==> src/rtl/oisc_pkg.sv <==
package oisc_pkg;
  typedef enum logic [3:0] {
    ST_FA,     // present pc, decide pause or halt
    ST_FB,     // capture a, present pc+1
    ST_FC,     // capture b, present pc+2, advance pc
    ST_LA,     // capture c, present a
    ST_LB,     // capture mem[a], present b
    ST_STORE,  // form difference with mem[b]
    ST_JMP,    // write difference, take branch
    ST_NJMP,   // write difference, fall through
    ST_IN,     // wait for and store input byte
    ST_OUT,    // wait for and emit output byte
    ST_HALT
  } state_e;
endpackage

==> src/rtl/oisc_sub.sv <==
module oisc_sub #(
  parameter int DW = 16
) (
  input  logic [DW-1:0] minuend,
  input  logic [DW-1:0] subtrahend,
  output logic [DW-1:0] diff,
  output logic          le_zero
);
  always_comb begin
    diff    = minuend - subtrahend;
    le_zero = diff[DW-1] | (diff == '0);
  end
endmodule

==> src/rtl/oisc_seq.sv <==
module oisc_seq
  import oisc_pkg::*;
(
  input  logic   clk,
  input  logic   rst_n,
  input  logic   pause,
  input  logic   pc_neg,
  input  logic   a_neg1,
  input  logic   b_neg1,
  input  logic   diff_le,
  input  logic   in_valid,
  input  logic   out_busy,
  output state_e state,
  output logic   in_ack,
  output logic   out_we,
  output logic   blocked,
  output logic   halted
);
  state_e state_q, state_d;

  always_comb begin
    state_d = state_q;
    unique case (state_q)
      ST_FA:    if (pause)       state_d = ST_FA;
                else if (pc_neg) state_d = ST_HALT;
                else             state_d = ST_FB;
      ST_FB:    state_d = ST_FC;
      ST_FC:    state_d = a_neg1 ? ST_IN : ST_LA;
      ST_LA:    state_d = ST_LB;
      ST_LB:    state_d = b_neg1 ? ST_OUT : ST_STORE;
      ST_STORE: state_d = diff_le ? ST_JMP : ST_NJMP;
      ST_JMP:   state_d = ST_FA;
      ST_NJMP:  state_d = ST_FA;
      ST_IN:    state_d = in_valid ? ST_FA : ST_IN;
      ST_OUT:   state_d = out_busy ? ST_OUT : ST_FA;
      ST_HALT:  state_d = ST_HALT;
      default:  state_d = ST_HALT;
    endcase
  end

  always_ff @(posedge clk or negedge rst_n) begin
    if (!rst_n) state_q <= ST_FA;
    else        state_q <= state_d;
  end

  always_comb begin
    state   = state_q;
    in_ack  = (state_q == ST_IN) & in_valid;
    out_we  = (state_q == ST_OUT) & ~out_busy;
    halted  = (state_q == ST_HALT);
    blocked = ((state_q == ST_FA) & pause) |
              ((state_q == ST_IN) & ~in_valid) |
              ((state_q == ST_OUT) & out_busy);
  end
endmodule

==> src/rtl/oisc_datapath.sv <==
module oisc_datapath
  import oisc_pkg::*;
#(
  parameter int DW = 16,
  parameter int BW = 8
) (
  input  logic          clk,
  input  logic          rst_n,
  input  state_e        state,
  input  logic [DW-1:0] mem_rdata,
  input  logic [BW-1:0] in_byte,
  input  logic          in_valid,
  input  logic [DW-1:0] diff,
  output logic [DW-1:0] mem_addr,
  output logic [DW-1:0] mem_wdata,
  output logic          mem_we,
  output logic [DW-1:0] mem_a_val,
  output logic [BW-1:0] out_byte,
  output logic          pc_neg,
  output logic          a_neg1,
  output logic          b_neg1
);
  localparam int PAD = DW - BW;

  logic [DW-1:0] pc_q, pc_d, a_q, b_q, c_q, ma_q, res_q;
  logic          pc_en;

  always_comb begin
    pc_en = 1'b0;
    pc_d  = pc_q;
    if (state == ST_FC) begin
      pc_en = 1'b1;
      pc_d  = pc_q + DW'(3);
    end else if (state == ST_JMP) begin
      pc_en = 1'b1;
      pc_d  = c_q;
    end
  end

  always_ff @(posedge clk or negedge rst_n) begin
    if (!rst_n) begin
      pc_q  <= '0;
      a_q   <= '0;
      b_q   <= '0;
      c_q   <= '0;
      ma_q  <= '0;
      res_q <= '0;
    end else begin
      if (pc_en)              pc_q  <= pc_d;
      if (state == ST_FB)     a_q   <= mem_rdata;
      if (state == ST_FC)     b_q   <= mem_rdata;
      if (state == ST_LA)     c_q   <= mem_rdata;
      if (state == ST_LB)     ma_q  <= mem_rdata;
      if (state == ST_STORE)  res_q <= diff;
    end
  end

  always_comb begin
    unique case (state)
      ST_FB:                        mem_addr = pc_q + DW'(1);
      ST_FC:                        mem_addr = pc_q + DW'(2);
      ST_LA:                        mem_addr = a_q;
      ST_LB, ST_JMP, ST_NJMP, ST_IN: mem_addr = b_q;
      default:                      mem_addr = pc_q;
    endcase
    mem_wdata = (state == ST_IN) ? {{PAD{1'b0}}, in_byte} : res_q;
    mem_we    = (state == ST_JMP) | (state == ST_NJMP) |
                ((state == ST_IN) & in_valid);
    mem_a_val = ma_q;
    out_byte  = ma_q[BW-1:0];
    pc_neg    = pc_q[DW-1];
    a_neg1    = &a_q;
    b_neg1    = &b_q;
  end
endmodule

==> src/rtl/oisc_core.sv <==
module oisc_core
  import oisc_pkg::*;
#(
  parameter int DW          = 16,
  parameter int BW          = 8,
  parameter int SYNC_STAGES = 2
) (
  input  logic          clk,
  input  logic          rst_n,
  output logic [DW-1:0] mem_addr,
  output logic [DW-1:0] mem_wdata,
  output logic          mem_we,
  input  logic [DW-1:0] mem_rdata,
  input  logic [BW-1:0] in_byte,
  input  logic          in_valid,
  output logic          in_ack,
  output logic [BW-1:0] out_byte,
  input  logic          out_busy,
  output logic          out_we,
  input  logic          pause,
  output logic          halted,
  output logic          blocked
);
  logic [SYNC_STAGES-1:0] rst_sync_q;
  logic                   core_rst_n;

  always_ff @(posedge clk or negedge rst_n) begin
    if (!rst_n) rst_sync_q <= '0;
    else        rst_sync_q <= {rst_sync_q[SYNC_STAGES-2:0], 1'b1};
  end
  assign core_rst_n = rst_sync_q[SYNC_STAGES-1];

  state_e        state;
  logic [DW-1:0] diff, mem_a_val;
  logic          diff_le, pc_neg, a_neg1, b_neg1;

  oisc_seq u_seq (
    .clk      (clk),
    .rst_n    (core_rst_n),
    .pause    (pause),
    .pc_neg   (pc_neg),
    .a_neg1   (a_neg1),
    .b_neg1   (b_neg1),
    .diff_le  (diff_le),
    .in_valid (in_valid),
    .out_busy (out_busy),
    .state    (state),
    .in_ack   (in_ack),
    .out_we   (out_we),
    .blocked  (blocked),
    .halted   (halted)
  );

  oisc_datapath #(.DW(DW), .BW(BW)) u_dp (
    .clk       (clk),
    .rst_n     (core_rst_n),
    .state     (state),
    .mem_rdata (mem_rdata),
    .in_byte   (in_byte),
    .in_valid  (in_valid),
    .diff      (diff),
    .mem_addr  (mem_addr),
    .mem_wdata (mem_wdata),
    .mem_we    (mem_we),
    .mem_a_val (mem_a_val),
    .out_byte  (out_byte),
    .pc_neg    (pc_neg),
    .a_neg1    (a_neg1),
    .b_neg1    (b_neg1)
  );

  oisc_sub #(.DW(DW)) u_sub (
    .minuend    (mem_rdata),
    .subtrahend (mem_a_val),
    .diff       (diff),
    .le_zero    (diff_le)
  );
endmodule

==> config.mk <==
export PLATFORM = sky130hd
export DESIGN_NAME = oisc_core
export DESIGN_NICKNAME = d
export VERILOG_FILES = /design/src/rtl/oisc_pkg.sv /design/src/rtl/oisc_sub.sv /design/src/rtl/oisc_seq.sv /design/src/rtl/oisc_datapath.sv /design/src/rtl/oisc_core.sv
export SDC_FILE = /design/constraint.sdc
export NUM_CORES = 1
export LEC_CHECK = 0
export ABC_AREA = 1
export ABC_CLOCK_PERIOD_IN_PS = 6500
export BUFFER_PORTS_ARGS = -buffer_cell sky130_fd_sc_hd__buf_2
export CAP_MARGIN = 10
export CORE_MARGIN = 2
export CORE_UTILIZATION = 30
export DETAILED_ROUTE_END_ITERATION = 8
export PLACE_DENSITY_LB_ADDON = 0.12
export SLEW_MARGIN = 30
export SYNTH_ARGS = -nofsm -noshare
export SYNTH_HDL_FRONTEND = slang
export SYNTH_HIERARCHICAL = 1
export SYNTH_SLANG_ARGS = --single-unit
==> constraint.sdc <==
create_clock -name clk -period 6.5 [get_ports clk]
set_input_delay 0.65 -clock clk [delete_from_list [all_inputs] [get_ports clk]]
set_output_delay 0.65 -clock clk [all_outputs]
set_load 0.01 [all_outputs]
==> flow_metrics.tcl, run 1 <==
set metrics [dict create \
    outcome "finished, final reports clean" \
    cts_root_buffer "clkbuf_16" \
    yosysSeqAreaShare 0.373 \
    ctsLongestPathBuffers 2 \
    cp-start-kind "flip-flop" \
    first_pass_iters 5 \
    h-tree-depth 3 \
    place_congestion 0.828 \
    initial_utilization 0.304 \
    hold_buffers 0 \
    maxCapViolCount 0 \
    cp_data_arrival_time_ns 2.84 \
    min_period_over_period 0.537 \
    layout.nets 1056 \
    rows 55 \
    gr-total-overflow 0 \
    ys_seq_elements 102 \
    skew_ns 0.0116 \
    syn_area_um2 6840 \
    syn-num-nets 1008 \
    tns_ns 0 \
    wl_per_cell_um 15.7 \
    vias 6227 \
    cts_setup_buffers 0 \
    clock-sinks 102 \
    layout_commonest_cell "nand2_1" \
    path_cells "nor2_1, nand2_2, nand2_1, nand2_1, nand3_1, nand2_1, nand4_1, buf_2" \
    cts.clk_slew.worst_paths_ns 0.08 \
    setup-violations-final 0 \
    worstRegToRegCells 18 \
    drive_above_1_share 0.168 \
    slew_headroom 0.426 \
    grt_pass1_wl_mm 33.0 \
    cp.required_ns 5.85 \
    synth_edf_count 0 \
    worstMarginPinSlew_ns 0.859 \
    rsz0062_at_grt "false" \
    postLayoutSetupSlackWorst_ns 3.01 \
    clock_latency_ns 0.35 \
    path_class "reg -> out" \
    ios 74 \
    final_cell_mix "nand2_1, inv_1, dfrtp_1" \
    syn_inst 959 \
    num_antenna_cells 0 \
    cts_resized 0 \
    finalMaxSlewViolations 0 \
    fmax_ghz 0.286 \
    ys_warn_count 6 \
    post-route-min-period_ns 3.49 \
    first_iter_violations 403 \
    hold_viol_final 0 \
    dieArea_um2 24000 \
    routed_wl_mm 20.4 \
    vias_per_cell 4.80 \
    cts_tree "built" \
    hold_path_class "in -> async" \
    dp_hpwl_mm 15.5 \
    r2r_slack_ns 4.03 \
    cp_common_cell "nand2_1" \
    max_stage_delay_ns 0.75 \
    r2r-end "u_seq/state[0]$_DFF_PN0_" \
    syn_area_per_cell_um2 7.13 \
    dp_slack_ns 3.36 \
    coreArea_um2 22500 \
    synth_top_cell_by_area "dfrtp_1" \
    yosys-top-cells-area "dfrtp_1, nand2_1, inv_1" \
    cp_slowest_cell "dfrtp_1" \
    ant_nets 0 \
    grt_pass1_vias 5971 \
    die_width_um 155 \
    leakage_uw 0.00410 \
    antenna_found_initial 0 \
    netlist.area_leader.share 0.373 \
    drc 0 \
    port_buffers 73 \
    peakVddDrop_mv 0.117 \
    yosys.cell_types.count 46 \
    nFillCells 2455 \
    synthToLayoutAreaGrowth_pct 11.9 \
    synth_async_sr_flop_share 1.00 \
    cellPowerDensity_nw_per_um2 171 \
    worstSetupEndpointType "primary output" \
    ys.flop_type "dfrtp_1" \
    crit_fanout 46 \
    grt_max_degree 73 \
    rr_startpoint "u_dp/mem_a_val[0]$_DFFE_PN0P_" \
    die_y_um 155 \
    grt.total_usage 0.174 \
    numCtsBuffers 9 \
]
routing by layer:
layer / up-vias / part of all wire / wire, um / GRT usage
met4: 0 / 0.010 / 210 / 0.0348
met5: - / 0 / 0 / 0
met1: 2918 / 0.48 / 9830 / 0.242
met3: 12 / 0.038 / 782 / 0.0290
li1: 3168 / - / - / -
met2: 129 / 0.47 / 9580 / 0.286
cell usage after synthesis (2+ instances only):
cell and count:
buf_2 10, clkbuf_1 8, inv_1 125, nor2_1 61, buf_1 2, nand3_1 46
inv_2 8, nand3_2 8, o21ai_1 19, xnor2_1 2, nor4_1 4, o21a_1 2
nand3b_1 5, a21oi_1 38, dfrtp_1 102, nor2_4 4, o211ai_1 5, mux2_2 4
ha_1 19, mux2_4 4, or2_2 2, buf_4 13, xor2_1 5, nand4_1 24
or2_4 2, a21oi_2 2, nor3_2 2, o21ai_0 84, a22oi_1 9, buf_6 5
nor2_2 10, a31oi_1 4, nand2_4 3, nor3_1 6, nand2_1 278, nand2_2 24
cell families (layout without fill, tap and decap cells):
kind of cell,Yosys count,count (layout),share of synthesized area
buffers and inverters,173,226,0.110
DFF,102,102,0.373
other,1,1,0.000549
xor gates and xnor gates,8,8,0.0113
muxes,8,8,0.0154
and+or+nand+nor,480,480,0.320
adders and majority gates,20,20,0.0377
AOI/OAI and AO/OA,167,167,0.132
cell type report:
class                           instances  area, um^2  share of cell area
Clock buffer                           10         239              0.0312
Clock inverter                          6        68.8             0.00900
Inverter                              135         509              0.0666
Multi-Input combinational cell        684        3530               0.462
Sequential cell                       102        2560               0.334
Tap cell                              285         357              0.0466
Timing Repair Buffer                   75         384              0.0502
power by group:
| part | switching (uW) | leakage (uW) | internal [uW] |
|---|---|---|---|
| registers | 6.28 | 0.000990 | 640 |
| clock network | 263 | 0.000149 | 312 |
| logic | 56.9 | 0.00296 | 30.4 |
worst max-delay path: cells and delay by family (launching register included):
kind          cells  cell delay, ns
buf+inv           1            0.16
flops             1            0.75
simple gates      7            1.53
state kept, by name (all words and copies together) (netlist names):
name and count:
u_dp/c_q 16, u_dp/res_q 16, u_dp/b_q 16, u_dp/mem_a_val 16, u_seq/state 4, rst_sync_q 2
u_dp/a_q 16, u_dp/pc_q 16
worst max path at each step:
stage / cells after the start / startpoint / slack (ns) / endpoint
2_1_floorplan: 0 / rst_sync_q[1]$_DFF_PN0_ / 3.45 / u_dp/a_q[0]$_DFFE_PN0P_
6_report: 8 / u_seq/state[2]$_DFF_PN0_ / 3.01 / mem_addr[9]
4_1_cts: 8 / u_seq/state[2]$_DFF_PN0_ / 2.97 / mem_addr[9]
5_1_grt: 8 / u_seq/state[2]$_DFF_PN0_ / 2.76 / mem_addr[9]
3_5_place_dp: 8 / u_seq/state[2]$_DFF_PN0_ / 3.36 / mem_addr[9]
3_3_place_gp: 8 / u_seq/state[2]$_DFF_PN0_ / 3.44 / mem_addr[9]
through the flow:
step                power [uW]  std cells   util  hold slack [ns]  area (um^2)
floorplan                  710        959      -            0.331         6840
global placement           749       1281  0.326            0.280         7330
detailed placement         749       1281  0.326            0.288         7340
CTS                       1330       1297  0.340           0.0542         7650
global route              1360       1297  0.340           0.0510         7650
finish                    1310       1297  0.340           0.0678         7650
Power figures use the tool's default switching activity.
==> run 2, diff against run 1 <==
--- a/config.mk
+++ b/config.mk
@@ -6,7 +6,7 @@
 export NUM_CORES = 1
 export LEC_CHECK = 0
 export ABC_AREA = 1
-export ABC_CLOCK_PERIOD_IN_PS = 6500
+export ABC_CLOCK_PERIOD_IN_PS = 3000
 export BUFFER_PORTS_ARGS = -buffer_cell sky130_fd_sc_hd__buf_2
 export CAP_MARGIN = 10
 export CORE_MARGIN = 2
==> constraint.sdc (replaced) <==
create_clock -name clk -period 3 [get_ports clk]
set_input_delay 0.3 -clock clk [delete_from_list [all_inputs] [get_ports clk]]
set_output_delay 0.3 -clock clk [all_outputs]
set_load 0.01 [all_outputs]
==> run 2 against run 1 <==
Against the previous run:
- die area did not move
- highest routed layer unchanged
- clock power rose by 97%
- non-clock buffer count rose by 9
- via count fell by 0.69%
- sequential share of layout area fell by 0.15 points
- wire length fell by 0.85%
- core utilization rose by 0.16 points
==> flow_metrics.tcl, run 2 (same netlist as run 1, synthesis figures left out) <==
set metrics [dict create \
    outcome "finished, final reports clean" \
    final_cell_mix "nand2_1, inv_1, dfrtp_1" \
    holdPathStages 3 \
    r2r_slack_ns 0.60 \
    seq_power_share 0.517 \
    wl_per_cell_um 15.5 \
    first_pass_iters 5 \
    peakVddDrop_mv 0.269 \
    cts_tree "built" \
    ctsLongestPathBuffers 2 \
    layout.nets 1065 \
    skew_ns 0.00951 \
    port_buffers 73 \
    final_area_um2 7680 \
    vias_per_cell 4.74 \
    switching_share 0.257 \
    min_to "u_dp/c_q[5]$_DFFE_PN0N_" \
    clock_power_share 0.414 \
    rows 55 \
    synthToLayoutAreaGrowth_pct 12.4 \
    initial_utilization 0.304 \
    worstMarginPinSlew_ns 0.702 \
    worstRegToRegCells 20 \
    path_class "reg -> out" \
    ios 74 \
    clock_latency_ns 0.36 \
    worstHoldStart "mem_rdata[5]" \
    ant_nets 0 \
    p_comb_frac 0.068 \
    h-tree-depth 3 \
    r2r-end "u_seq/state[0]$_DFF_PN0_" \
    p_switching_uw 700 \
    first_iter_violations 389 \
    multi_input_area_um2 3530 \
    leakage_uw 0.00414 \
    maxCapViolCount 0 \
    cp.required_ns 2.70 \
    cp_data_arrival_time_ns 2.35 \
    min_period_over_period 0.885 \
    finalMaxSlewViolations 0 \
    p_int_uw 2020 \
    hold_viol_final 0 \
    gr-total-overflow 0 \
    cellPowerDensity_nw_per_um2 354 \
    crit_fanout 23 \
    cts_setup_buffers 0 \
    tns_ns 0 \
    vias 6184 \
    setup-violations-final 0 \
    fmax_ghz 0.377 \
    post-route-min-period_ns 2.65 \
    cp-start-kind "flip-flop" \
    slew_headroom 0.532 \
    antenna_found_initial 0 \
    hold_path_class "in -> reg" \
    drive_above_1_share 0.172 \
    cts_root_buffer "clkbuf_16" \
    clock-sinks 102 \
    dp_hpwl_mm 15.5 \
    place_congestion 0.849 \
    grt_max_degree 50 \
    cts_resized 0 \
    grt.total_usage 0.175 \
    cts.clk_slew.worst_paths_ns 0.07 \
    die_y_um 155 \
    dpl_cell_area_um2 7410 \
    num_antenna_cells 0 \
    grt_pass1_wl_mm 33.0 \
    hold_buffers 1 \
    grt_pass1_vias 5938 \
    coreArea_um2 22500 \
    rr_startpoint "u_dp/mem_a_val[0]$_DFFE_PN0P_" \
    numCtsBuffers 9 \
    rsz0062_at_grt "false" \
    layout_commonest_cell "nand2_1" \
    dieArea_um2 24000 \
    routed_wl_mm 20.2 \
    worstSetupEndpointType "primary output" \
    finalPower_uw 2720 \
    die_width_um 155 \
    nFillCells 2482 \
    regArea_um2 2560 \
    drc 0 \
]
==> run 2: critical path: stages, from the launching register on <==
cell and delay, ns:
dfrtp_1 0.46, inv_2 0.27, nand2_1 0.17, nor2_4 0.50, a22oi_1 0.28, nand4_1 0.16, buf_2 0.14
==> run 2: how the worst max path moves through the flow <==
stage | startpoint | to | slack [ns] | cells after the start
2_1_floorplan | u_dp/mem_a_val[0]$_DFFE_PN0P_ | u_seq/state[0]$_DFF_PN0_ | 0.84 | 20
3_3_place_gp | mem_rdata[0] | u_seq/state[0]$_DFF_PN0_ | 0.58 | 22
3_5_place_dp | mem_rdata[0] | u_seq/state[0]$_DFF_PN0_ | 0.55 | 22
4_1_cts | u_seq/state[2]$_DFF_PN0_ | mem_addr[15] | 0.33 | 6
5_1_grt | u_seq/state[1]$_DFF_PN0_ | mem_addr[12] | 0.10 | 9
6_report | u_seq/state[2]$_DFF_PN0_ | mem_addr[15] | 0.35 | 6
==> run 2: stage by stage <==
stage | instances | worst slack, ns | hold slack, ns | utilization
2_1_floorplan | 959 | 0.841 | 0.00441 | -
3_3_place_gp | 1289 | 0.575 | 0.0885 | 0.329
3_5_place_dp | 1289 | 0.547 | 0.0901 | 0.329
4_1_cts | 1306 | 0.334 | 0.193 | 0.341
5_1_grt | 1306 | 0.105 | 0.223 | 0.341
6_report | 1306 | 0.345 | 0.198 | 0.341
==> run 2: power by group through the flow <==
stage | sequential, uW | combinational [uW] | clock [uW]
6_report | 1410 | 186 | 1130
5_1_grt | 1410 | 212 | 1210
2_1_floorplan | 1440 | 99.6 | 0
3_3_place_gp | 1440 | 189 | 0
3_5_place_dp | 1440 | 189 | 0
4_1_cts | 1410 | 191 | 1160
==> run 2: metal layers <==
layer | GRT usage | vias to the layer above | part of all wire
met5 | 0 | - | 0
met4 | 0.0507 | 0 | 0.012
met3 | 0.0214 | 21 | 0.034
met2 | 0.281 | 118 | 0.46
met1 | 0.249 | 2864 | 0.50
li1 | - | 3181 | -
==> run 2: area by class of cell <==
| class | instances | area share |
|---|---|---|
| sequential | 102 | 0.333 |
| clock inverter | 6 | 0.00489 |
| inverter | 135 | 0.0663 |
| clock buffer | 10 | 0.0298 |
| multi-input combinational | 684 | 0.460 |
| tap | 285 | 0.0464 |
| timing repair buffer | 84 | 0.0603 |
==> run 3, diff against run 2 <==
--- a/config.mk
+++ b/config.mk
@@ -7,11 +7,11 @@
 export LEC_CHECK = 0
 export ABC_AREA = 1
 export ABC_CLOCK_PERIOD_IN_PS = 3000
-export BUFFER_PORTS_ARGS = -buffer_cell sky130_fd_sc_hd__buf_2
 export CAP_MARGIN = 10
 export CORE_MARGIN = 2
 export CORE_UTILIZATION = 30
 export DETAILED_ROUTE_END_ITERATION = 8
+export DONT_BUFFER_PORTS = 1
 export PLACE_DENSITY_LB_ADDON = 0.12
 export SLEW_MARGIN = 30
 export SYNTH_ARGS = -nofsm -noshare
==> run 3 against run 2 <==
Against the previous run:
- non-clock buffer count shrank 70
- wire length grew 0.60%
- register-to-register slack lost 0.05 ns
- clock power is essentially flat
- clock skew shrank 0.0012 ns
- flip-flop and latch count is the same
- combinational power shrank 19%
==> flow_metrics.tcl, run 3 (same netlist as run 1, synthesis figures left out) <==
set metrics [dict create \
    vias_per_cell 4.83 \
    setup-violations-final 0 \
    cp.required_ns 2.70 \
    cp-start-kind "flip-flop" \
    cellPowerDensity_nw_per_um2 365 \
    min_period_over_period 0.879 \
    use_met2 0.284 \
    tns_ns 0 \
    hold_buffers 1 \
    die_width_um 155 \
    h-tree-depth 3 \
    outcome "finished, final reports clean" \
    use_met3 0.0345 \
    first_iter_violations 378 \
    cts_resized 0 \
    grt_use_met1 0.238 \
    dieArea_um2 24000 \
    ctsLongestPathBuffers 2 \
    cp_data_arrival_time_ns 2.34 \
    port_buffers 0 \
    grt_pass1_wl_mm 32.5 \
    top_usage_layer "met2" \
    clock_latency_ns 0.36 \
    wl_per_cell_um 16.5 \
    max_stage_delay_ns 0.65 \
    place_congestion 0.813 \
    vias 5967 \
    cts_root_buffer "clkbuf_16" \
    initial_utilization 0.304 \
    final_area_um2 7330 \
    num_antenna_cells 0 \
    worstMarginPinSlew_ns 0.753 \
    cts_setup_buffers 0 \
    finalMaxSlewViolations 0 \
    final_cell_mix "nand2_1, inv_1, dfrtp_1" \
    path_cells "inv_1, nor2_1, nand2_2, inv_4, o21ai_0, nand4_1, nand2_1, nand2_1" \
    layout_commonest_cell "nand2_1" \
    leakage_uw 0.00386 \
    drc 0 \
    finalPower_uw 2670 \
    gr-total-overflow 0 \
    coreArea_um2 22500 \
    crit_fanout 19 \
    dp_hpwl_mm 15.7 \
    cp_common_cell "nand2_1" \
    peakVddDrop_mv 0.259 \
    grt.total_usage 0.174 \
    dpl_cell_area_um2 7050 \
    cp_slowest_cell "dfrtp_1" \
    hold_viol_final 0 \
    fmax_ghz 0.379 \
    postLayoutSetupSlackWorst_ns 0.363 \
    rows 55 \
    antenna_found_initial 0 \
    cts_tree "built" \
    grt_pass1_vias 5836 \
    drive_above_1_share 0.111 \
    hold_path_class "in -> reg" \
    skew_ns 0.00834 \
    layout.nets 995 \
    die_y_um 155 \
    post-route-min-period_ns 2.64 \
    dp_slack_ns 0.521 \
    cts.clk_slew.worst_paths_ns 0.07 \
    ios 74 \
    grt_max_degree 36 \
    ant_nets 0 \
    worstSetupEndpointType "primary output" \
    clock-sinks 102 \
    routed_wl_mm 20.4 \
    maxCapViolCount 0 \
    synthToLayoutAreaGrowth_pct 7.23 \
    numCtsBuffers 9 \
    path_class "reg -> out" \
    slew_headroom 0.493 \
    rsz0062_at_grt "false" \
    first_pass_iters 5 \
]
[run 3: cell types whose count changed in the layout (fill, tap and decap cells not counted)]
cell,change
buf_12,-1
buf_4,+4
clkinvlp_4,+2
inv_6,-1
clkinv_2,-1
buf_2,-73
[run 3: layout make-up]
type / count / area [um^2]
Fill cell: 2503 / 15200
Multi-Input combinational cell: 684 / 3530
Sequential cell: 102 / 2560
Inverter: 135 / 509
Tap cell: 285 / 357
Clock buffer: 10 / 229
Timing Repair Buffer: 14 / 108
Clock inverter: 6 / 38.8
[run 3: per-stage QoR]
step,std cells,util,hold slack [ns]
final,1236,0.326,0.0669
after global routing,1236,0.326,0.0626
after CTS,1236,0.326,0.0549
after detailed placement,1219,0.313,0.00448
after global placement,1219,0.313,0.00448
after floorplan,959,-,0.00441
[run 3: path summary, 6_finish.rpt]
path | slack [ns] | end | start | depth (start not counted)
worst max-delay path | 0.36 | mem_addr[14] | u_seq/state[1]$_DFF_PN0_ | 8
worst min-delay path | 0.07 | u_dp/c_q[14]$_DFFE_PN0N_ | mem_rdata[14] | 2
worst max register to register | 0.55 | u_seq/state[0]$_DFF_PN0_ | u_dp/mem_a_val[0]$_DFFE_PN0P_ | 20
worst min register to register | 0.29 | u_dp/mem_a_val[4]$_DFFE_PN0P_ | rst_sync_q[1]$_DFF_PN0_ | 0
max in group asynchronous | 1.91 | u_dp/c_q[15]$_DFFE_PN0N_ | rst_sync_q[1]$_DFF_PN0_ | 1
min in group asynchronous | 0.17 | rst_sync_q[1]$_DFF_PN0_ | rst_n | 1
[run 3: worst max-delay path: cells and delay by family, from the launching register on]
family                 cells  cell delay, ns
AO/OA/AOI/OAI              1            0.17
buffers and inverters      2            0.42
flip-flops                 1            0.65
AND/OR/NAND/NOR            5            0.74
[run 3: power by group]
group | internal, uW | switching (uW)
Clock | 561 | 557
Combinational | 47.2 | 104
Sequential | 1390 | 15.3
[run 3: per-layer routing]
metal | wire length (um) | share of wire
met1 | 9720 | 0.48
met2 | 9380 | 0.46
met3 | 1060 | 0.052
met4 | 196 | 0.0096
met5 | 0 | 0
